## config.mk

```make
export PLATFORM = sky130hd
export DESIGN_NAME = eeprom_i2c_ctrl
export DESIGN_NICKNAME = d
export VERILOG_FILES = /design/src/rtl/eeprom_i2c_pkg.sv /design/src/rtl/eeprom_i2c_qtick.sv /design/src/rtl/eeprom_i2c_cmdchk.sv /design/src/rtl/eeprom_i2c_seq.sv /design/src/rtl/eeprom_i2c_ctrl.sv
export SDC_FILE = /design/constraint.sdc
export NUM_CORES = 1
export LEC_CHECK = 0
export BUFFER_PORTS_ARGS = -buffer_cell sky130_fd_sc_hd__buf_2
export CAP_MARGIN = 20
export CORE_MARGIN = 3
export CORE_UTILIZATION = 38
export DETAILED_ROUTE_END_ITERATION = 10
export PLACE_DENSITY_LB_ADDON = 0.3
export SLEW_MARGIN = 20
export SYNTH_ARGS = -nofsm -noshare
export SYNTH_HDL_FRONTEND = slang
export SYNTH_SLANG_ARGS = --single-unit
```

## constraint.sdc

```tcl
create_clock -name clk -period 2.5 [get_ports clk]
set_input_delay 0.25 -clock clk [delete_from_list [all_inputs] [get_ports clk]]
set_output_delay 0.25 -clock clk [all_outputs]
set_load 0.05 [all_outputs]
```

## src/rtl/eeprom_i2c_pkg.sv

```systemverilog
package eeprom_i2c_pkg;

    typedef enum logic [1:0] {
        OP_WRITE = 2'd0,
        OP_RREAD = 2'd1,
        OP_CREAD = 2'd2,
        OP_RSVD  = 2'd3
    } op_e;

    typedef enum logic [2:0] {
        S_IDLE,
        S_START,
        S_TX,
        S_RX,
        S_STOP
    } sym_e;

    typedef enum logic [2:0] {
        P_HDRW,
        P_ADDR,
        P_WDATA,
        P_HDRR,
        P_RDATA
    } step_e;

    localparam logic [3:0] HDR_FIXED = 4'b1010;

endpackage

```

## src/rtl/eeprom_i2c_qtick.sv

```systemverilog
module eeprom_i2c_qtick #(
    parameter int QTR_CYC = 8
) (
    input  logic clk,
    input  logic rst_n,
    input  logic run,
    output logic tick
);
    localparam int CW = (QTR_CYC > 1) ? $clog2(QTR_CYC) : 1;
    localparam logic [CW-1:0] LAST = CW'(QTR_CYC - 1);

    logic [CW-1:0] cnt_d, cnt_q;

    always_comb begin
        cnt_d = cnt_q;
        tick  = 1'b0;
        if (!run) begin
            cnt_d = '0;
        end else if (cnt_q == LAST) begin
            cnt_d = '0;
            tick  = 1'b1;
        end else begin
            cnt_d = cnt_q + 1'b1;
        end
    end

    always_ff @(posedge clk or negedge rst_n) begin
        if (!rst_n) cnt_q <= '0;
        else        cnt_q <= cnt_d;
    end

endmodule

```

## src/rtl/eeprom_i2c_cmdchk.sv

```systemverilog
module eeprom_i2c_cmdchk
    import eeprom_i2c_pkg::*;
#(
    parameter int LEN_W    = 4,
    parameter int PAGE_MAX = 8
) (
    input  logic [1:0]       op,
    input  logic [LEN_W-1:0] len,
    output logic             ok
);
    localparam logic [LEN_W-1:0] PMAX = LEN_W'(PAGE_MAX);

    always_comb begin
        ok = 1'b1;
        if (op == OP_RSVD)                  ok = 1'b0;
        if (len == '0)                      ok = 1'b0;
        if (op == OP_WRITE && len > PMAX)   ok = 1'b0;
    end

endmodule

```

## src/rtl/eeprom_i2c_seq.sv

```systemverilog
module eeprom_i2c_seq
    import eeprom_i2c_pkg::*;
#(
    parameter int LEN_W = 4
) (
    input  logic             clk,
    input  logic             rst_n,
    input  logic             tick,
    input  logic             cmd_fire,
    input  logic             cmd_ok,
    input  logic [1:0]       cmd_op,
    input  logic [2:0]       cmd_dev,
    input  logic [7:0]       cmd_addr,
    input  logic [LEN_W-1:0] cmd_len,
    input  logic [7:0]       wr_data,
    input  logic             sda_i,
    output logic             busy,
    output logic             wr_take,
    output logic [7:0]       rd_data,
    output logic             rd_valid,
    output logic             done,
    output logic             err,
    output logic             scl_low,
    output logic             sda_low
);
    localparam logic [LEN_W-1:0] ONE = LEN_W'(1);
    localparam logic [3:0]       ACK_BIT = 4'd8;

    typedef struct packed {
        sym_e             sym;
        step_e            step;
        logic [1:0]       q;
        logic [3:0]       bitn;
        logic [7:0]       sh;
        logic [LEN_W-1:0] left;
        logic [1:0]       op;
        logic [2:0]       dev;
        logic [7:0]       addr;
        logic             fail;
        logic             scl_low;
        logic             sda_low;
        logic             err;
        logic             done;
        logic             rd_valid;
        logic [7:0]       rd_data;
        logic             wr_take;
    } st_t;

    st_t s_d, s_q;

    always_comb begin
        s_d          = s_q;
        s_d.done     = 1'b0;
        s_d.rd_valid = 1'b0;
        s_d.wr_take  = 1'b0;
        if (s_q.sym == S_IDLE) begin
            s_d.scl_low = 1'b0;
            s_d.sda_low = 1'b0;
            if (cmd_fire) begin
                if (!cmd_ok) begin
                    s_d.err  = 1'b1;
                    s_d.done = 1'b1;
                end else begin
                    s_d.err  = 1'b0;
                    s_d.fail = 1'b0;
                    s_d.op   = cmd_op;
                    s_d.dev  = cmd_dev;
                    s_d.addr = cmd_addr;
                    s_d.left = cmd_len;
                    s_d.q    = 2'd0;
                    s_d.sym  = S_START;
                    s_d.step = (cmd_op == OP_CREAD) ? P_HDRR : P_HDRW;
                end
            end
        end else if (tick) begin
            s_d.q = s_q.q + 2'd1;
            case (s_q.sym)
                S_START: begin
                    case (s_q.q)
                        2'd0: begin s_d.scl_low = 1'b1; s_d.sda_low = 1'b0; end
                        2'd1: s_d.scl_low = 1'b0;
                        2'd2: s_d.sda_low = 1'b1;
                        default: begin
                            s_d.scl_low = 1'b1;
                            s_d.sym     = S_TX;
                            s_d.bitn    = 4'd0;
                            s_d.sh      = {HDR_FIXED, s_q.dev, s_q.step == P_HDRR};
                        end
                    endcase
                end
                S_TX: begin
                    case (s_q.q)
                        2'd0: begin
                            s_d.scl_low = 1'b1;
                            s_d.sda_low = (s_q.bitn != ACK_BIT) && !s_q.sh[7];
                        end
                        2'd1: s_d.scl_low = 1'b0;
                        2'd2: if (s_q.bitn == ACK_BIT && sda_i) s_d.fail = 1'b1;
                        default: begin
                            s_d.scl_low = 1'b1;
                            if (s_q.bitn != ACK_BIT) begin
                                s_d.sh   = {s_q.sh[6:0], 1'b0};
                                s_d.bitn = s_q.bitn + 4'd1;
                            end else begin
                                s_d.bitn = 4'd0;
                                if (s_q.fail) begin
                                    s_d.sym = S_STOP;
                                end else begin
                                    case (s_q.step)
                                        P_HDRW: begin
                                            s_d.step = P_ADDR;
                                            s_d.sh   = s_q.addr;
                                        end
                                        P_ADDR: begin
                                            if (s_q.op == OP_WRITE) begin
                                                s_d.step    = P_WDATA;
                                                s_d.sh      = wr_data;
                                                s_d.wr_take = 1'b1;
                                            end else begin
                                                s_d.step = P_HDRR;
                                                s_d.sym  = S_START;
                                            end
                                        end
                                        P_WDATA: begin
                                            if (s_q.left == ONE) begin
                                                s_d.sym = S_STOP;
                                            end else begin
                                                s_d.left    = s_q.left - 1'b1;
                                                s_d.sh      = wr_data;
                                                s_d.wr_take = 1'b1;
                                            end
                                        end
                                        P_HDRR: begin
                                            s_d.step = P_RDATA;
                                            s_d.sym  = S_RX;
                                        end
                                        default: s_d.sym = S_STOP;
                                    endcase
                                end
                            end
                        end
                    endcase
                end
                S_RX: begin
                    case (s_q.q)
                        2'd0: begin
                            s_d.scl_low = 1'b1;
                            s_d.sda_low = (s_q.bitn == ACK_BIT) && (s_q.left != ONE);
                        end
                        2'd1: s_d.scl_low = 1'b0;
                        2'd2: begin
                            if (s_q.bitn != ACK_BIT) begin
                                s_d.sh = {s_q.sh[6:0], sda_i};
                                if (s_q.bitn == 4'd7) begin
                                    s_d.rd_valid = 1'b1;
                                    s_d.rd_data  = {s_q.sh[6:0], sda_i};
                                end
                            end
                        end
                        default: begin
                            s_d.scl_low = 1'b1;
                            if (s_q.bitn != ACK_BIT) begin
                                s_d.bitn = s_q.bitn + 4'd1;
                            end else begin
                                s_d.bitn = 4'd0;
                                if (s_q.left == ONE) begin
                                    s_d.sym = S_STOP;
                                end else begin
                                    s_d.left = s_q.left - 1'b1;
                                end
                            end
                        end
                    endcase
                end
                S_STOP: begin
                    case (s_q.q)
                        2'd0: begin s_d.scl_low = 1'b1; s_d.sda_low = 1'b1; end
                        2'd1: s_d.scl_low = 1'b0;
                        2'd2: s_d.sda_low = 1'b0;
                        default: begin
                            s_d.sym  = S_IDLE;
                            s_d.done = 1'b1;
                            s_d.err  = s_q.fail;
                        end
                    endcase
                end
                default: s_d.sym = S_IDLE;
            endcase
        end
    end

    always_ff @(posedge clk or negedge rst_n) begin
        if (!rst_n) begin
            s_q      <= '0;
            s_q.sym  <= S_IDLE;
            s_q.step <= P_HDRW;
        end else begin
            s_q <= s_d;
        end
    end

    assign busy     = (s_q.sym != S_IDLE);
    assign wr_take  = s_q.wr_take;
    assign rd_data  = s_q.rd_data;
    assign rd_valid = s_q.rd_valid;
    assign done     = s_q.done;
    assign err      = s_q.err;
    assign scl_low  = s_q.scl_low;
    assign sda_low  = s_q.sda_low;

    // once idle for two cycles both lines are released
    a_r1_idle_released: assert property (@(posedge clk) disable iff (!rst_n)
        (s_q.sym == S_IDLE && $past(s_q.sym) == S_IDLE) |-> (!s_q.scl_low && !s_q.sda_low));

    // a data-line edge while the clock is released only inside start/stop symbols
    a_r9_sda_moves_scl_low: assert property (@(posedge clk) disable iff (!rst_n)
        ((s_q.sda_low != $past(s_q.sda_low)) && !$past(s_q.scl_low))
            |-> ($past(s_q.sym) == S_START || $past(s_q.sym) == S_STOP));

    // received-byte strobe is one cycle wide and only follows receive activity
    a_r10_rd_valid_pulse: assert property (@(posedge clk) disable iff (!rst_n)
        rd_valid |=> !rd_valid);
    a_r10_rd_valid_in_rx: assert property (@(posedge clk) disable iff (!rst_n)
        rd_valid |-> ($past(s_q.sym) == S_RX));

    // completion is a single-cycle pulse
    a_r11_done_pulse: assert property (@(posedge clk) disable iff (!rst_n)
        done |=> !done);

    // a refused command never leaves idle and reports at once
    a_r8_refuse: assert property (@(posedge clk) disable iff (!rst_n)
        (cmd_fire && !cmd_ok) |=> (s_q.sym == S_IDLE && err && done));

endmodule

```

## src/rtl/eeprom_i2c_ctrl.sv

```systemverilog
module eeprom_i2c_ctrl
    import eeprom_i2c_pkg::*;
#(
    parameter int QTR_CYC  = 8,
    parameter int LEN_W    = 4,
    parameter int PAGE_MAX = 8
) (
    input  logic             clk,
    input  logic             rst_n,
    input  logic             cmd_valid,
    output logic             cmd_ready,
    input  logic [1:0]       cmd_op,
    input  logic [2:0]       cmd_dev,
    input  logic [7:0]       cmd_addr,
    input  logic [LEN_W-1:0] cmd_len,
    input  logic [7:0]       wr_data,
    output logic             wr_take,
    output logic [7:0]       rd_data,
    output logic             rd_valid,
    output logic             done,
    output logic             err,
    output logic             scl_oe,
    output logic             sda_oe,
    input  logic             sda_i
);
    logic busy;
    logic tick;
    logic cmd_ok;
    logic cmd_fire;

    assign cmd_ready = !busy;
    assign cmd_fire  = cmd_valid && !busy;

    eeprom_i2c_qtick #(.QTR_CYC(QTR_CYC)) u_qtick (
        .clk   (clk),
        .rst_n (rst_n),
        .run   (busy),
        .tick  (tick)
    );

    eeprom_i2c_cmdchk #(.LEN_W(LEN_W), .PAGE_MAX(PAGE_MAX)) u_cmdchk (
        .op  (cmd_op),
        .len (cmd_len),
        .ok  (cmd_ok)
    );

    eeprom_i2c_seq #(.LEN_W(LEN_W)) u_seq (
        .clk      (clk),
        .rst_n    (rst_n),
        .tick     (tick),
        .cmd_fire (cmd_fire),
        .cmd_ok   (cmd_ok),
        .cmd_op   (cmd_op),
        .cmd_dev  (cmd_dev),
        .cmd_addr (cmd_addr),
        .cmd_len  (cmd_len),
        .wr_data  (wr_data),
        .sda_i    (sda_i),
        .busy     (busy),
        .wr_take  (wr_take),
        .rd_data  (rd_data),
        .rd_valid (rd_valid),
        .done     (done),
        .err      (err),
        .scl_low  (scl_oe),
        .sda_low  (sda_oe)
    );

endmodule

```

# Yosys cells after proc, flatten, opt, wreduce, memory -nomap -nowiden

Index checks and enable logic that the tools add are counted.

Register bits after elaboration: 55
Input bits: 29
Output and inout port bits: 15
Word-level logic and storage cells: 191

Add/sub/neg operators: 4
Order comparisons: 1
Equality and inequality tests: 48
Muxes and demuxes: 83
Bitwise logic cells: 1
Reductions and logical operators: 36

Operators by type and width:

| operator                                                                | count |
|---|---|
| 12-bit 2-to-1 mux                                                       | 11 |
| 8-bit 2-to-1 mux                                                        | 6 |
| 18-bit 2-to-1 mux                                                       | 2 |
| 9-bit 2-to-1 mux                                                        | 4 |
| 12-bit case mux with 3 select lines                                     | 1 |
| 3-bit 2-to-1 mux                                                        | 11 |
| 4-bit 2-to-1 mux                                                        | 8 |
| 3-bit by 2-bit inequality test with 1-bit output, second input constant | 9 |
| 24-bit 2-to-1 mux                                                       | 1 |
| 3-bit case mux with 4 select lines                                      | 2 |
| 8-bit case mux with 3 select lines                                      | 1 |
| 6-bit AND reduction                                                     | 4 |
| 11-bit AND reduction                                                    | 2 |
| 1-bit 2-to-1 mux                                                        | 18 |
| 16-bit 2-to-1 mux                                                       | 1 |
| 15-bit 2-to-1 mux                                                       | 1 |
| 3-bit by 2-bit equality test with 1-bit output, second input constant   | 4 |
| 6-bit 2-to-1 mux                                                        | 2 |
| 4-bit by 1-bit inequality test with 1-bit output, second input constant | 3 |
| 4-bit by 2-bit inequality test with 1-bit output, second input constant | 3 |
| 12-bit AND reduction                                                    | 1 |
| 10-bit 2-to-1 mux                                                       | 1 |
| 2-bit by 1-bit inequality test with 1-bit output, second input constant | 5 |
| 2-bit inequality test, second input constant                            | 5 |
| 38 further kinds                                                        | 67 |

# Depth between registers and ports, before layout

Gate-level depths: netlist (run 1).

Word-level depth: 16
Depth in mapped cells: 8
Mapped depth without buffers: 7

# Cells and area by module

From an unflattened synthesis (run 1), not the netlist that was laid out.

Cells, all modules: 343
Area total of the unflattened synthesis: 3205.6 µm²

Modules (own cells, without submodules):

| module            | times used | cells each | area each (µm²) | seq. area each (µm²) |
|---|---|---|---|---|
| eeprom_i2c_seq    | 1          | 328        | 3031.7          | 1301.2 |
| eeprom_i2c_qtick  | 1          | 9          | 135.1           | 75.1 |
| eeprom_i2c_cmdchk | 1          | 4          | 28.8            | 0.0 |
| eeprom_i2c_ctrl   | 1          | 2          | 10.0            | 0.0 |

# Worst setup path after synthesis (run 1)

Ideal clock, no wire load.

Path type: reg2reg
From: register u_seq.s_q[49] in the netlist's numbering
To: register u_seq.s_q[31] in the netlist's numbering
Library setup time: 126 ps
Arrival time: 1977 ps
Required time: 2374 ps
Setup slack: 397 ps
Cell stages (with the launch flop): 7
Buffers on the path: 2
Cells stage by stage: dfrtp_1 -> buf_2 -> nor3_1 -> buf_2 -> nand4_2 -> a21o_1 -> a221o_1

Word-level cells in the longest chain between the ends: 5
Elaborated cells on any way between the ends: 23

Ends and longest elaborated chain:

| what                                   | line                  | RTL |
|---|---|---|
| start: declaration                     | eeprom_i2c_seq.sv:49  | `st_t s_d, s_q;` |
| 3-bit nonzero test                     | eeprom_i2c_seq.sv:202 | `assign busy = (s_q.sym != S_IDLE);` |
| 1-bit zero test                        | --                    |  |
| via cmd_ready                          | eeprom_i2c_ctrl.sv:11 | `output logic cmd_ready,` |
| 1-bit logical AND                      | eeprom_i2c_ctrl.sv:32 | `assign cmd_fire = cmd_valid && !busy;` |
| 2-bit inequality test (no source line) | --                    |  |
| 12-bit AND reduction (no source line)  | --                    |  |

The timed path passes the listed nets, and every way through them passes these cells. The select of a mux whose other input is x is not followed.
A chain may end at the register's enable or synchronous reset.

# Worst setup path after layout (run 1)

From: register u_seq.s_q[50] in the netlist's numbering
To: register u_seq.s_q[51] in the netlist's numbering

Word-level cells in the longest chain between the ends: 5
Elaborated cells on any way between the ends: 24

Ends and longest elaborated chain:

| what                                   | line |
|---|---|
| 3-bit nonzero test                     | eeprom_i2c_seq.sv:202 |
| 1-bit zero test                        | -- |
| 1-bit logical AND                      | eeprom_i2c_ctrl.sv:32 |
| 2-bit inequality test (no source line) | -- |
| 11-bit AND reduction (no source line)  | -- |

Several ways; a longest one is shown, not always the timed one. The select of a mux whose other input is x is not followed.

==> results of run 1 <==
==> stage by stage <==
step	power, uW	hold WS (ps)	utilization, %	cell area (um^2)
after floorplan	919.7	-45.59	-	3192
after global placement	968.2	256.8	44.67	3541
after detailed placement	969.2	261.5	44.67	3541
after CTS	1508	103.0	46.04	3650
after global routing	1549	112.1	46.12	3656
final	1490	108.5	46.12	3656
==> flip-flops by register name (all words and copies together), names as in the netlist <==
| register | cells |
|---|---|
| u_seq.s_q | 38 |
| u_seq.rd_data | 8 |
| u_qtick.cnt_q | 3 |
| u_seq.done | 1 |
| u_seq.err | 1 |
| u_seq.rd_valid | 1 |
| u_seq.scl_low | 1 |
| u_seq.sda_low | 1 |
| u_seq.wr_take | 1 |
==> synth_stat cells, drive strengths merged, types with 4 or more instances <==
master,count,area (um^2)
ha,10,125.1
clkbuf,10,37.54
nand3b,5,37.54
nor3,7,40.04
nand3,12,60.06
mux2i,8,80.08
o211ai,5,37.54
o31ai,5,37.54
a31oi,4,25.02
a21oi,12,60.06
mux2,21,236.5
a22oi,4,35.03
dfrtp,55,1376
buf,16,98.84
nor2,15,58.81
inv,11,41.29
o21ai,18,90.08
nand2,65,244.0
nor2b,8,52.55
==> per-layer routing <==
layer / part of all wire [%] / track usage, %
met1: 46 / 22.36
met2: 49 / 27.41
met3: 4.4 / 2.369
met4: 1.1 / 3.834
met5: 0 / 0
==> power by group <==
part | internal (uW) | switching [uW]
clock network | 227 | 312
logic | 25.3 | 35.0
registers | 890 | 0.823
total | 1140 | 347
==> worst paths after layout <==
kind                                            start                    endpoint  slack (ps)  cells past startpoint
max reg2reg                 u_seq.s_q[50]$_DFFE_PN0P_   u_seq.s_q[51]$_DFFE_PN0P_         290                      6
min reg2reg                u_qtick.cnt_q[0]$_DFF_PN0_  u_qtick.cnt_q[0]$_DFF_PN0_         450                      1
min                                       cmd_addr[1]   u_seq.s_q[16]$_DFFE_PN0P_         110                      3
max in group asynchronous                       rst_n   u_seq.s_q[50]$_DFFE_PN0P_        1350                      3
max                         u_seq.s_q[50]$_DFFE_PN0P_   u_seq.s_q[51]$_DFFE_PN0P_         290                      6
min in group asynchronous                       rst_n   u_seq.s_q[16]$_DFFE_PN0P_         460                      2
==> timing repair <==
| item | in CTS | in global routing |
|---|---|---|
| hold endpoints to repair | 22 | 0 |
| hold buffers | 1 | 0 |
| setup endpoints to repair | 0 | 1 |
| resized for setup | 0 | 1 |
==> logic make-up (layout without fill, tap and decap cells) <==
| family | Yosys count | in the layout | synth area share, % |
|---|---|---|---|
| AOI/OAI and AO/OA | 75 | 75 | 16.70 |
| xor gates and xnor gates | 1 | 1 | 0.2745 |
| adders and majority gates | 10 | 10 | 3.920 |
| buffers and inverters | 37 | 82 | 5.566 |
| DFF | 55 | 55 | 43.12 |
| muxes | 29 | 29 | 9.918 |
| and+or+nand+nor | 133 | 133 | 20.50 |
==> worst min-delay path: cells and delay by family <==
kind	cells	cell delay, ps
buffers and inverters	1	70
and+or+nand+nor	2	80
==> cell type report <==
type,instances,area (um^2)
sequential,55,1376
clock inverter,2,16.27
timing repair buffer,63,367.9
clock buffer,6,82.58
tap,102,127.6
inverter,11,41.29
multi-input combinational,248,1644
fill,789,4272
==> results summary, run 1 <==
The flow ran to the end, and the final reports show no timing, DRC or antenna violations. The mean instance size in the synthesized netlist came out at 9.388 um^2. The data arrival time of the critical path came out at 2420 ps.

The detailed placement HPWL is 5701 um. The number of cells in the finished layout apart from fillers came out at 487. The net count after synthesis came out at 379.

The count of vias placed by the detailed router is 2630. The maximum number of pins on one net before global-route repair came out at 25. The slowest stage of the critical path belongs to the cell sky130_fd_sc_hd__dfrtp_1.

Compared with the post-synthesis result, the final layout area differs by 14.54%. The achievable frequency is 451.5 MHz. The leakage power of the design came out at 0.001735 uW.

After layout, the worst path uses 88.60% of the clock period. The sequential area share after synthesis came out at 43.12%. The proportion of layout cells with a drive suffix above 1 came out at 26.49%. The share of flip-flops with an asynchronous set or reset after synthesis is 100.0%. The worst setup path is captured at a register.

Data on the critical path is required at its endpoint by 2700 ps. TritonCTS built the clock tree. CTS placed an instance of sky130_fd_sc_hd__clkbuf_8 at the clock tree root.

The synthesized netlist contains 60 unique library cells. The first-pass GRT wire length is 12990 um. The final-report hold violation count is 0. Before CTS, the worst setup slack after placement is 284.9 ps.

The type of the worst min-delay path is input pin to register. At the pin with the least slew margin, the transition time is 572.4 ps. Setup repair after global routing left no endpoint under its margin. In this run the count of I/O pins placed on the die edge is 44. The number of clock sinks came out at 55. After routing, the total negative slack on setup checks comes to 0 ps.

The critical path goes through nor2b_1, buf_4, nand2_1, o31a_1, o221ai_1, mux2_2. After synthesis the netlist holds a flip-flop and latch count of 55. The net total in the final layout came out at 423. The count of buffers inserted at the top-level ports came out at 43. The combined global-route utilization of all metal layers is 16.36%.

The total CTS buffers is 5. The summed instance area of the synthesized netlist came out at 0.003192 mm^2. After clock tree synthesis, the setup repair step added 0 buffers. Dividing the detail-routed via count by the number of cells gives 5.400.

The number of diodes added for antenna fixing is 0. Global routing finished with a remaining overflow of 0. The number of levels the H-tree was split into is 2. The initial antenna violation count came to 0. The number of max-slew violations in the final report is 0.

The number of global-route vias before repair came out at 2601. Counting flops with a built-in enable in the synthesized netlist gives 0. The clock edge transition at the registers on the reported setup and hold paths is 110 ps. The final worst setup slack came out at 285.0 ps. Leaving out fill and tap cells, the most frequent cell in the layout is sky130_fd_sc_hd__nand2_1.

The critical-path maximum fanout came out at 11. The average routed wire per standard cell is 15.43 um. In this run the remaining antenna-violating nets after routing total 0.

Max-cap violations in this run came to 0. The power per cell area came out at 407.4 mW/mm^2. The kind of cell with the highest combined delay along the critical path is simple AND/OR/NAND/NOR gates.

The total of warnings raised by yosys is 0. The buffer and inverter count on the worst path came out at 1. The worst-case headroom to the max-slew limit is 61.58%.

The peak ir drop on the vdd network came out at 0.0002275 V. The clock period minus final worst setup slack is 2215 ps. The width of the die came out at 97.65 um. For this block, the routed nets add up to 7513 um of wire. The overall die area is 0.009536 mm^2. STA classifies the critical path startpoint as a register. The die height is 97.65 um. The standard-cell row count came out at 32. The clock passes through at most 2 buffers.

The instance count after placement with tap cells included is 478. At the end of routability-driven placement, the weighted congestion stood at 0.8564. The clock skew after layout is 12.72 ps. The worst setup path is of the register to register kind.

After floorplanning, the core was sized to cover 0.007928 mm^2. The most used flip-flop cell after synthesis is sky130_fd_sc_hd__dfrtp_1. The instance count of the mapped netlist came out at 340.

The DRC violation total after the first TritonRoute iteration is 223. The final setup violation count came out at 0. The insertion delay to the later sink of the worst-skew pair came out at 320 ps.

The initial core utilization is 40.26%. After detailed routing, the number of remaining DRC violations is 0. The longest individual stage delay on the worst path came out at 560 ps. The total iterations of the first detailed-routing run came out at 4. In the layout the commonest cells are sky130_fd_sc_hd__nand2_1, sky130_fd_sc_hd__dfrtp_1, sky130_fd_sc_hd__buf_2.
Note: power is estimated with default switching activity, not from simulation.
==> inputs of run 2 (changes only) <==
CORE_UTILIZATION = 35   (was 38)
==> run 2 against run 1 <==
Effect of this change:
- setup slack gained 12 ps
- utilization shrank 4.2 points
- sequential power is essentially flat
- clock power grew 2%
- highest routed layer unchanged
- first-iteration DRC count shrank 35%
- cell area grew 0.96%
- via count grew 0.23%
- hold slack gained 8.3 ps
- wire length grew 1.8%
- register-to-register slack is essentially flat
==> results summary, run 2 (same netlist as run 1, synthesis figures left out) <==
Result of the run: finished, final reports clean (unchanged). The DRC violation total after the first TritonRoute iteration is 144 (was 223). The category of the worst setup path capture point is a register (unchanged).

The overall die area came out at 0.01030 mm^2 (was 0.009536 mm^2). The worst-case headroom to the max-slew limit is 68.04% (was 61.58%). The width of the die came out at 101.5 um (was 97.65 um). The final worst setup slack came to 297.4 ps (was 285.0 ps). The area added between synthesis and finish is 15.64% (was 14.54%). The met3 layer wire length in the routed design is 275 um (was 331 um).

The number of max-slew violations in the final report came out at 0 (unchanged). The number of flip-flops under the largest register name is 38 (unchanged). The count of buffers inserted at the top-level ports is 43 (unchanged). The clock period minus final worst setup slack was 2203 ps (was 2215 ps). The global-route congestion overflow total came out at 0 (unchanged).

The instance count after placement with tap cells included is 487 (was 478). The combined global-route utilization of all metal layers is 15.96% (was 16.36%). The most common cell after layout, fill and taps aside is sky130_fd_sc_hd__nand2_1 (unchanged). The aggregate routed wire length came to 7648 um (was 7513 um).

The share of the clock period used by the worst path came to 88.10% (was 88.60%). The peak ir drop on the vdd network is 0.0001847 V (was 0.0002275 V). The final estimated routing congestion in global placement came to 0.8678 (was 0.8564). The initial antenna violation count is 0 (unchanged). The buffer levels on the longest clock path is 2 (unchanged). Chain of cells forming the critical path: inv_1, ha_1, or3b_2, o2bb2ai_1, a21oi_1, a2111oi_4, buf_4, mux2_2 (was nor2b_1, buf_4, nand2_1, o31a_1, o221ai_1, mux2_2). The standard-cell row count came out at 34 (was 32). The die height came out at 101.5 um (was 97.65 um). Leading cell types in the layout, fill and taps excluded: sky130_fd_sc_hd__nand2_1, sky130_fd_sc_hd__dfrtp_1, sky130_fd_sc_hd__buf_2 (unchanged). The register ranked first by flip-flop count is u_seq.s_q (unchanged). The clock skew after layout came out at 10.47 ps (was 12.72 ps). The transition time at the pin with the least slew margin was 478.8 ps (was 572.4 ps). The placement-stage cell area is 0.003571 mm^2 (was 0.003541 mm^2). The net total in the final layout was 426 (was 423). The sum of negative setup slack came out at 0 ps (unchanged).

The sum of met2 wire segment lengths after detailed routing was 3728 um (was 3660 um). The first-pass GRT wire length was 13220 um (was 12990 um). The final worst hold slack is 116.7 ps (was 108.5 ps). The average routed wire per standard cell is 15.42 um (was 15.43 um). Unrepaired setup endpoints after global routing: no (unchanged). The library cell used as clock root buffer is sky130_fd_sc_hd__clkbuf_8 (unchanged). The core region area is 0.008806 mm^2 (was 0.007928 mm^2). The data arrival time of the critical path came out at 2400 ps (was 2420 ps). The number of primary I/O pins is 44 (unchanged).

The CTS tree is done (unchanged). The proportion of layout cells with a drive suffix above 1 is 27.06% (was 26.49%). The number of clock sinks came to 55 (unchanged).

The post-placement setup slack is 317.2 ps (was 284.9 ps). The wire length the detailed router placed on met1 came to 3502 um (was 3442 um). The largest delay contributor family on the critical path was simple AND/OR/NAND/NOR gates (unchanged).

The number of violations of the max-capacitance limit is 0 (unchanged). The total CTS buffers is 5 (unchanged). The total DRC errors in the routed layout is 0 (unchanged). The number of global-route vias before repair came out at 2635 (was 2601). The longest individual stage delay on the worst path is 490 ps (was 560 ps). The required time at the worst-slack endpoint came to 2700 ps (about the same). The insertion delay to the later sink of the worst-skew pair is 320 ps (about the same). The detailed placement HPWL is 5805 um (was 5701 um).

The power per cell area was 406.7 mW/mm^2 (was 407.4 mW/mm^2). The leakage power of the design came out at 0.001751 uW (was 0.001735 uW). The number of levels the H-tree was split into is 2 (unchanged). The critical-path maximum fanout is 8 (was 11). The highest layer used for signal routing is met4 (unchanged). The remaining antenna violation count after routing is 0 (unchanged). The number of diodes added for antenna fixing is 0 (unchanged).

The final setup violation count was 0 (unchanged). The initial core utilization came out at 36.25% (was 40.26%). The number of cells in the finished layout apart from fillers is 496 (was 487). The achievable frequency is 454.0 MHz (was 451.5 MHz). The kind of critical path is register to register (unchanged).

The buffer and inverter count on the worst path was 2 (was 1). The via count normalized by instance count is 5.315 (was 5.400). The clock edge transition at the registers on the reported setup and hold paths is 100 ps (was 110 ps). The critical-path cell with the highest stage delay is sky130_fd_sc_hd__or3b_2 (was sky130_fd_sc_hd__dfrtp_1). The total non-filler cell area in the finished layout was 0.003691 mm^2 (was 0.003656 mm^2). The type of the worst min-delay path was input pin to register (unchanged).

The maximum number of pins on one net before global-route repair came out at 23 (was 25). The final-report hold violation count came out at 0 (unchanged). The total iterations of the first detailed-routing run is 4 (unchanged). The startpoint kind of the worst setup timing path is a register (unchanged). The count of vias placed by the detailed router is 2636 (was 2630).
-- run 2: area by class of cell --
class / instances / area, um^2
tap: 108 / 135.1
timing repair buffer: 66 / 390.4
clock buffer: 7 / 96.34
sequential: 55 / 1376
fill: 846 / 5115
multi-input combinational: 248 / 1644
inverter: 11 / 41.29
clock inverter: 1 / 7.507
-- run 2: per-stage QoR --
stage	power, uW	utilization (%)
6_report	1501	41.92
5_1_grt	1567	41.92
4_1_cts	1523	41.84
3_5_place_dp	969.0	40.55
3_3_place_gp	968.1	40.55
2_1_floorplan	919.7	-
-- run 2: what timing repair did --
item                       4_1_cts  5_1_grt
buffers inserted                 0        0
hold endpoints to repair        13        0
setup endpoints to repair        0        3
hold buffers                     1        0
gates resized for setup          0        1
-- run 2: routing by layer --
metal | track usage (%) | vias up
li1 | - | 1298
met1 | 22.07 | 1279
met2 | 25.00 | 46
met3 | 3.099 | 13
met4 | 5.521 | 0
met5 | 0 | -
-- run 2: report_power, final --
group	internal, uW	leakage [uW]	total (uW)	switching, uW
Combinational	25.3	0.000985	59.4	34.1
Sequential	890	0.000715	891	1.08
Clock	253	0.0000505	551	298
Total	1170	0.00175	1500	334
-- run 2: path summary, 6_finish.rpt --
check                                             end                  startpoint  depth (start not counted)  slack [ps]
max                         u_seq.s_q[37]$_DFFE_PN0P_   u_seq.s_q[29]$_DFFE_PN0P_                          8         300
min                         u_seq.s_q[18]$_DFFE_PN0P_                 cmd_addr[3]                          3         120
max reg2reg                 u_seq.s_q[37]$_DFFE_PN0P_   u_seq.s_q[29]$_DFFE_PN0P_                          8         300
min reg2reg                u_qtick.cnt_q[0]$_DFF_PN0_  u_qtick.cnt_q[0]$_DFF_PN0_                          1         460
max in group asynchronous   u_seq.s_q[37]$_DFFE_PN0P_                       rst_n                          3        1530
min in group asynchronous   u_seq.s_q[20]$_DFFE_PN0P_                       rst_n                          2         370
-- run 2: worst reg2reg max path: cells and delay by family, from the launching register on --
kind	cells	cell delay, ps
and+or+nand+nor	1	490
AOI/OAI and AO/OA	3	470
DFF	1	400
buffers and inverters	2	280
muxes	1	280
adders and majority gates	1	150
==> inputs of run 3 (changes only) <==
ABC_AREA = 1   (was not set)
==> run 3 against run 2 <==
Effect of this change:
- combinational power rose to 19 times the previous value
- utilization shrank 1.3 points
- hold slack better by 21 ps
- sequential cell count unchanged
- global-route usage decreased by 0.83 points
- fmax up 15%
- largest power group unchanged
==> results summary, run 3 <==
The clock skew after layout came out at 7.666 ps (was 10.47 ps). The data arrival time of the critical path came out at 2150 ps (was 2400 ps). The area share of the largest cell type after synthesis came out at 41.20% (was 43.12%). The switching power as a share of total power was 43.44% (was 22.22%). Chain of cells forming the critical path: inv_1, ha_1, nand3_1, nor2_2, nand2_1, nand2_4, inv_2, nand2_1, nand2_1 (was inv_1, ha_1, or3b_2, o2bb2ai_1, a21oi_1, a2111oi_4, buf_4, mux2_2). The register ranked first by flip-flop count is u_seq.s_q (unchanged). The first-pass GRT wire length came out at 13660 um (was 13220 um). The cell repeated most along the worst path is sky130_fd_sc_hd__nand2_1. The leakage power of the design is 0.001992 uW (was 0.001751 uW).

The highest-utilization routing layer at the global route stage is met2 (unchanged). The transition time at the pin with the least slew margin is 660.8 ps (was 478.8 ps). The source of the worst register-to-register timing path is u_seq.s_q[40]$_DFFE_PN0P_ (was u_seq.s_q[29]$_DFFE_PN0P_). The core region area came out at 0.009240 mm^2 (was 0.008806 mm^2). The die height came out at 103.7 um (was 101.5 um). The net switching power of the design came out at 1257 uW (was 333.5 uW). The final estimated routing congestion in global placement is 0.8847 (was 0.8678). The share of the clock period used by the worst path is 76.85% (was 88.10%). The number of flip-flops and latches in the synthesized netlist came to 55 (unchanged). Unrepaired setup endpoints after global routing: no (unchanged).

The net total in the final layout came out at 544 (was 426). The logic gate share of total power is 39.5% (was 4.0%). The clock share of power is 18.8% (was 36.7%). The number of max-slew violations in the final report came to 0 (unchanged).

The total iterations of the first detailed-routing run is 4 (unchanged). The achievable frequency is 520.5 MHz (was 454.0 MHz). The summed instance area of the synthesized netlist was 0.003341 mm^2 (was 0.003192 mm^2). The power per cell area came out at 771.1 mW/mm^2 (was 406.7 mW/mm^2). The startpoint kind of the worst setup timing path is a register (unchanged). The number of clock sinks is 55 (unchanged).

The number of diodes added for antenna fixing came out at 0 (unchanged). The maximum number of pins on one net before global-route repair is 30 (was 23). The remaining antenna violation count after routing was 0 (unchanged). The final setup violation count is 0 (unchanged). The net count after synthesis is 506 (was 379). The quantity of gates resized following cts was 0 (unchanged). Result of the run: finished, final reports clean (unchanged). The number of enable flip-flop cells after synthesis came out at 0 (unchanged). The global-route congestion overflow total came out at 0 (unchanged). The via count normalized by instance count came to 4.715 (was 5.315). Top cells by area in the synthesized netlist: sky130_fd_sc_hd__dfrtp_1, sky130_fd_sc_hd__nand2_1, sky130_fd_sc_hd__nand3_1 (was sky130_fd_sc_hd__dfrtp_1, sky130_fd_sc_hd__nand2_1, sky130_fd_sc_hd__mux2_2). The total power came out at 2895 uW (was 1501 uW). Leading cell types in the layout, fill and taps excluded: sky130_fd_sc_hd__nand2_1, sky130_fd_sc_hd__dfrtp_1, sky130_fd_sc_hd__buf_2 (unchanged). The kind of critical path is register to register (unchanged).

The instance count of the mapped netlist came out at 467 (was 340). The required time at the worst-slack endpoint came out at 2720 ps (was 2700 ps). The buffer levels on the longest clock path is 2 (unchanged). The number of global-route vias before repair came out at 2968 (was 2635).

The area added between synthesis and finish came out at 12.36% (was 15.64%). The count of buffers inserted at the top-level ports came out at 43 (unchanged). The count of vias placed by the detailed router came out at 2994 (was 2636). The met3 routing resource usage after global routing is 2.181% (was 3.099%).

The worst-case headroom to the max-slew limit is 55.94% (was 68.04%). The DRC violation total after the first TritonRoute iteration came out at 144 (unchanged). The average routed wire per standard cell came out at 12.46 um (was 15.42 um). The detailed placement HPWL came out at 6048 um (was 5805 um). The total CTS buffers is 5 (unchanged). The total of warnings raised by yosys is 0 (unchanged). The standard-cell row count is 35 (was 34). The longest individual stage delay on the worst path came out at 420 ps (was 490 ps). The peak ir drop on the vdd network is 0.0003190 V (was 0.0001847 V). The worst hold path startpoint is cmd_addr[4] (was cmd_addr[3]).

The CTS tree is done (unchanged). The number of flip-flops under the largest register name came to 38 (unchanged). The met2 layer usage reported by global route is 24.67% (was 25.00%). The final-report hold violation count came to 0 (unchanged). The sequential power share is 41.8% (was 59.3%). The sum of negative setup slack is 0 ps (unchanged).

The dominant synthesized flop cell is sky130_fd_sc_hd__dfrtp_1 (unchanged). The initial core utilization is 36.15% (was 36.25%). The type of the worst min-delay path is input pin to register (unchanged).

The aggregate routed wire length came out at 7909 um (was 7648 um). The worst hold path cell count came to 3 (unchanged). The share of flip-flops with an asynchronous set or reset after synthesis came out at 100.0% (unchanged). The width of the die is 103.7 um (was 101.5 um). The combined global-route utilization of all metal layers came out at 15.13% (was 15.96%).

The worst reg2reg path depth was 9 (was 8). The number of primary I/O pins is 44 (unchanged). The initial antenna violation count came out at 0 (unchanged). The clock period minus final worst setup slack came out at 1921 ps (was 2203 ps). The setup slack of the worst register-to-register path came out at 580 ps (was 300 ps). The critical-path maximum fanout was 11 (was 8).

The internal cell power is 1637 uW (was 1168 uW). The clock edge transition at the registers on the reported setup and hold paths came out at 110 ps (was 100 ps). The category of the worst setup path capture point is a register (unchanged). The most frequently used cell type in the post-synthesis netlist is sky130_fd_sc_hd__nand2_1 (unchanged). The total DRC errors in the routed layout is 0 (unchanged).

The library cell with the largest summed area after synthesis was sky130_fd_sc_hd__dfrtp_1 (unchanged). The insertion delay to the later sink of the worst-skew pair came out at 320 ps (about the same). The overall die area came out at 0.01075 mm^2 (was 0.01030 mm^2). List of most frequent post-synthesis cells: sky130_fd_sc_hd__nand2_1, sky130_fd_sc_hd__dfrtp_1, sky130_fd_sc_hd__inv_1, sky130_fd_sc_hd__nor2_1, sky130_fd_sc_hd__nand3_1 (was sky130_fd_sc_hd__nand2_1, sky130_fd_sc_hd__dfrtp_1, sky130_fd_sc_hd__mux2_2, sky130_fd_sc_hd__o21ai_0, sky130_fd_sc_hd__nor2_1).

The sequential area share after synthesis is 41.20% (was 43.12%). The mean instance size in the synthesized netlist was 7.154 um^2 (was 9.388 um^2). The number of levels the H-tree was split into was 2 (unchanged).

The number of violations of the max-capacitance limit is 0 (unchanged). The met1 usage in global routing was 20.21% (was 22.07%). The endpoint of the worst-slack reg-to-reg timing path is u_seq.s_q[32]$_DFFE_PN0P_ (was u_seq.s_q[37]$_DFFE_PN0P_).

The proportion of layout cells with a drive suffix above 1 came to 17.79% (was 27.06%). The library cell used as clock root buffer was sky130_fd_sc_hd__clkbuf_8 (unchanged). The most common cell after layout, fill and taps aside is sky130_fd_sc_hd__nand2_1 (unchanged).

The endpoint with the worst hold slack was u_seq.s_q[19]$_DFFE_PN0P_ (was u_seq.s_q[18]$_DFFE_PN0P_). The number of distinct library cell variants in the gate-level netlist after synthesis is 34 (was 60). The number of inserted filler cells in the final layout is 960 (was 846). The critical-path cell with the highest stage delay is sky130_fd_sc_hd__nor2_2 (was sky130_fd_sc_hd__or3b_2).
==> run 3: cell types whose count changed after synthesis, sizes merged, moves of 8 or more <==
cell    change
nand2     +123
inv        +39
nor2       +35
nand3      +22
mux2       -21
o21ai      +16
clkbuf      -9
mux2i       -8
nand4       +8
nor2b       -8
==> run 3: worst max-delay path, delay by kind of cell (launching register included) <==
| family | cells | cell delay, ps |
|---|---|---|
| and+or+nand+nor | 6 | 1100 |
| adders and majority gates | 1 | 150 |
| buffers and inverters | 2 | 170 |
| DFF | 1 | 410 |
==> run 3: cells by family (layout without fill, tap and decap cells) <==
logic type / after synthesis / count (layout) / synth area share (%)
compound gates: 49 / 49 / 8.015
xor+xnor: 1 / 1 / 0.2622
fa+ha+maj: 10 / 10 / 3.745
buf+inv: 65 / 104 / 8.726
flops: 55 / 55 / 41.20
simple gates: 287 / 287 / 38.05
==> run 3: how the worst max path moves through the flow <==
stage                                    startpoint                         to  depth (start not counted)
after floorplan           u_seq.s_q[49]$_DFFE_PN0P_  u_seq.s_q[49]$_DFFE_PN0P_                         10
after global placement    u_seq.s_q[40]$_DFFE_PN0P_  u_seq.s_q[32]$_DFFE_PN0P_                          9
final                     u_seq.s_q[40]$_DFFE_PN0P_  u_seq.s_q[32]$_DFFE_PN0P_                          9
after detailed placement  u_seq.s_q[40]$_DFFE_PN0P_  u_seq.s_q[39]$_DFFE_PN0P_                          9
after CTS                 u_seq.s_q[40]$_DFFE_PN0P_  u_seq.s_q[39]$_DFFE_PN0P_                          9
after global routing      u_seq.s_q[40]$_DFFE_PN0P_  u_seq.s_q[38]$_DFFE_PN0P_                          9
==> run 3: area by class of cell <==
type	instances	area, um^2	share of cell area, %
multi-input combinational	347	1673	44.57
sequential	55	1376	36.67
timing repair buffer	46	252.7	6.733
inverter	50	190.2	5.067
tap	129	161.4	4.300
clock buffer	5	68.82	1.833
clock inverter	3	31.28	0.8333
==> run 3: metal layers <==
| metal | routed length (um) | part of all wire (%) |
|---|---|---|
| met1 | 3817 | 48 |
| met2 | 3649 | 46 |
| met3 | 273 | 3.5 |
| met4 | 169 | 2.1 |
| met5 | 0 | 0 |
==> run 3: metrics by stage <==
| step | hold WS [ps] | setup WS, ps | instance area (um^2) | cells | util (%) |
|---|---|---|---|---|---|
| 3_3_place_gp | 330.3 | 710.9 | 3643 | 626 | 39.43 |
| 5_1_grt | 142.4 | 406.5 | 3754 | 635 | 40.62 |
| 3_5_place_dp | 341.4 | 614.7 | 3643 | 626 | 39.43 |
| 2_1_floorplan | -45.59 | 899.5 | 3341 | 467 | - |
| 6_report | 137.3 | 578.8 | 3754 | 635 | 40.62 |
| 4_1_cts | 127.0 | 589.4 | 3754 | 635 | 40.62 |
==> run 3: repair_timing <==
action | CTS | global route
hold buffers | 1 | 0
buffers inserted | 0 | 0
endpoints found under the hold margin | 26 | 0
==> run 3: power groups by stage <==
stage          sequential (uW)  combinational [uW]  clock [uW]
2_1_floorplan             1220                 855           0
3_3_place_gp              1220                1130           0
3_5_place_dp              1230                1140           0
4_1_cts                   1210                1150         563
5_1_grt                   1240                1310         603
6_report                  1210                1140         544
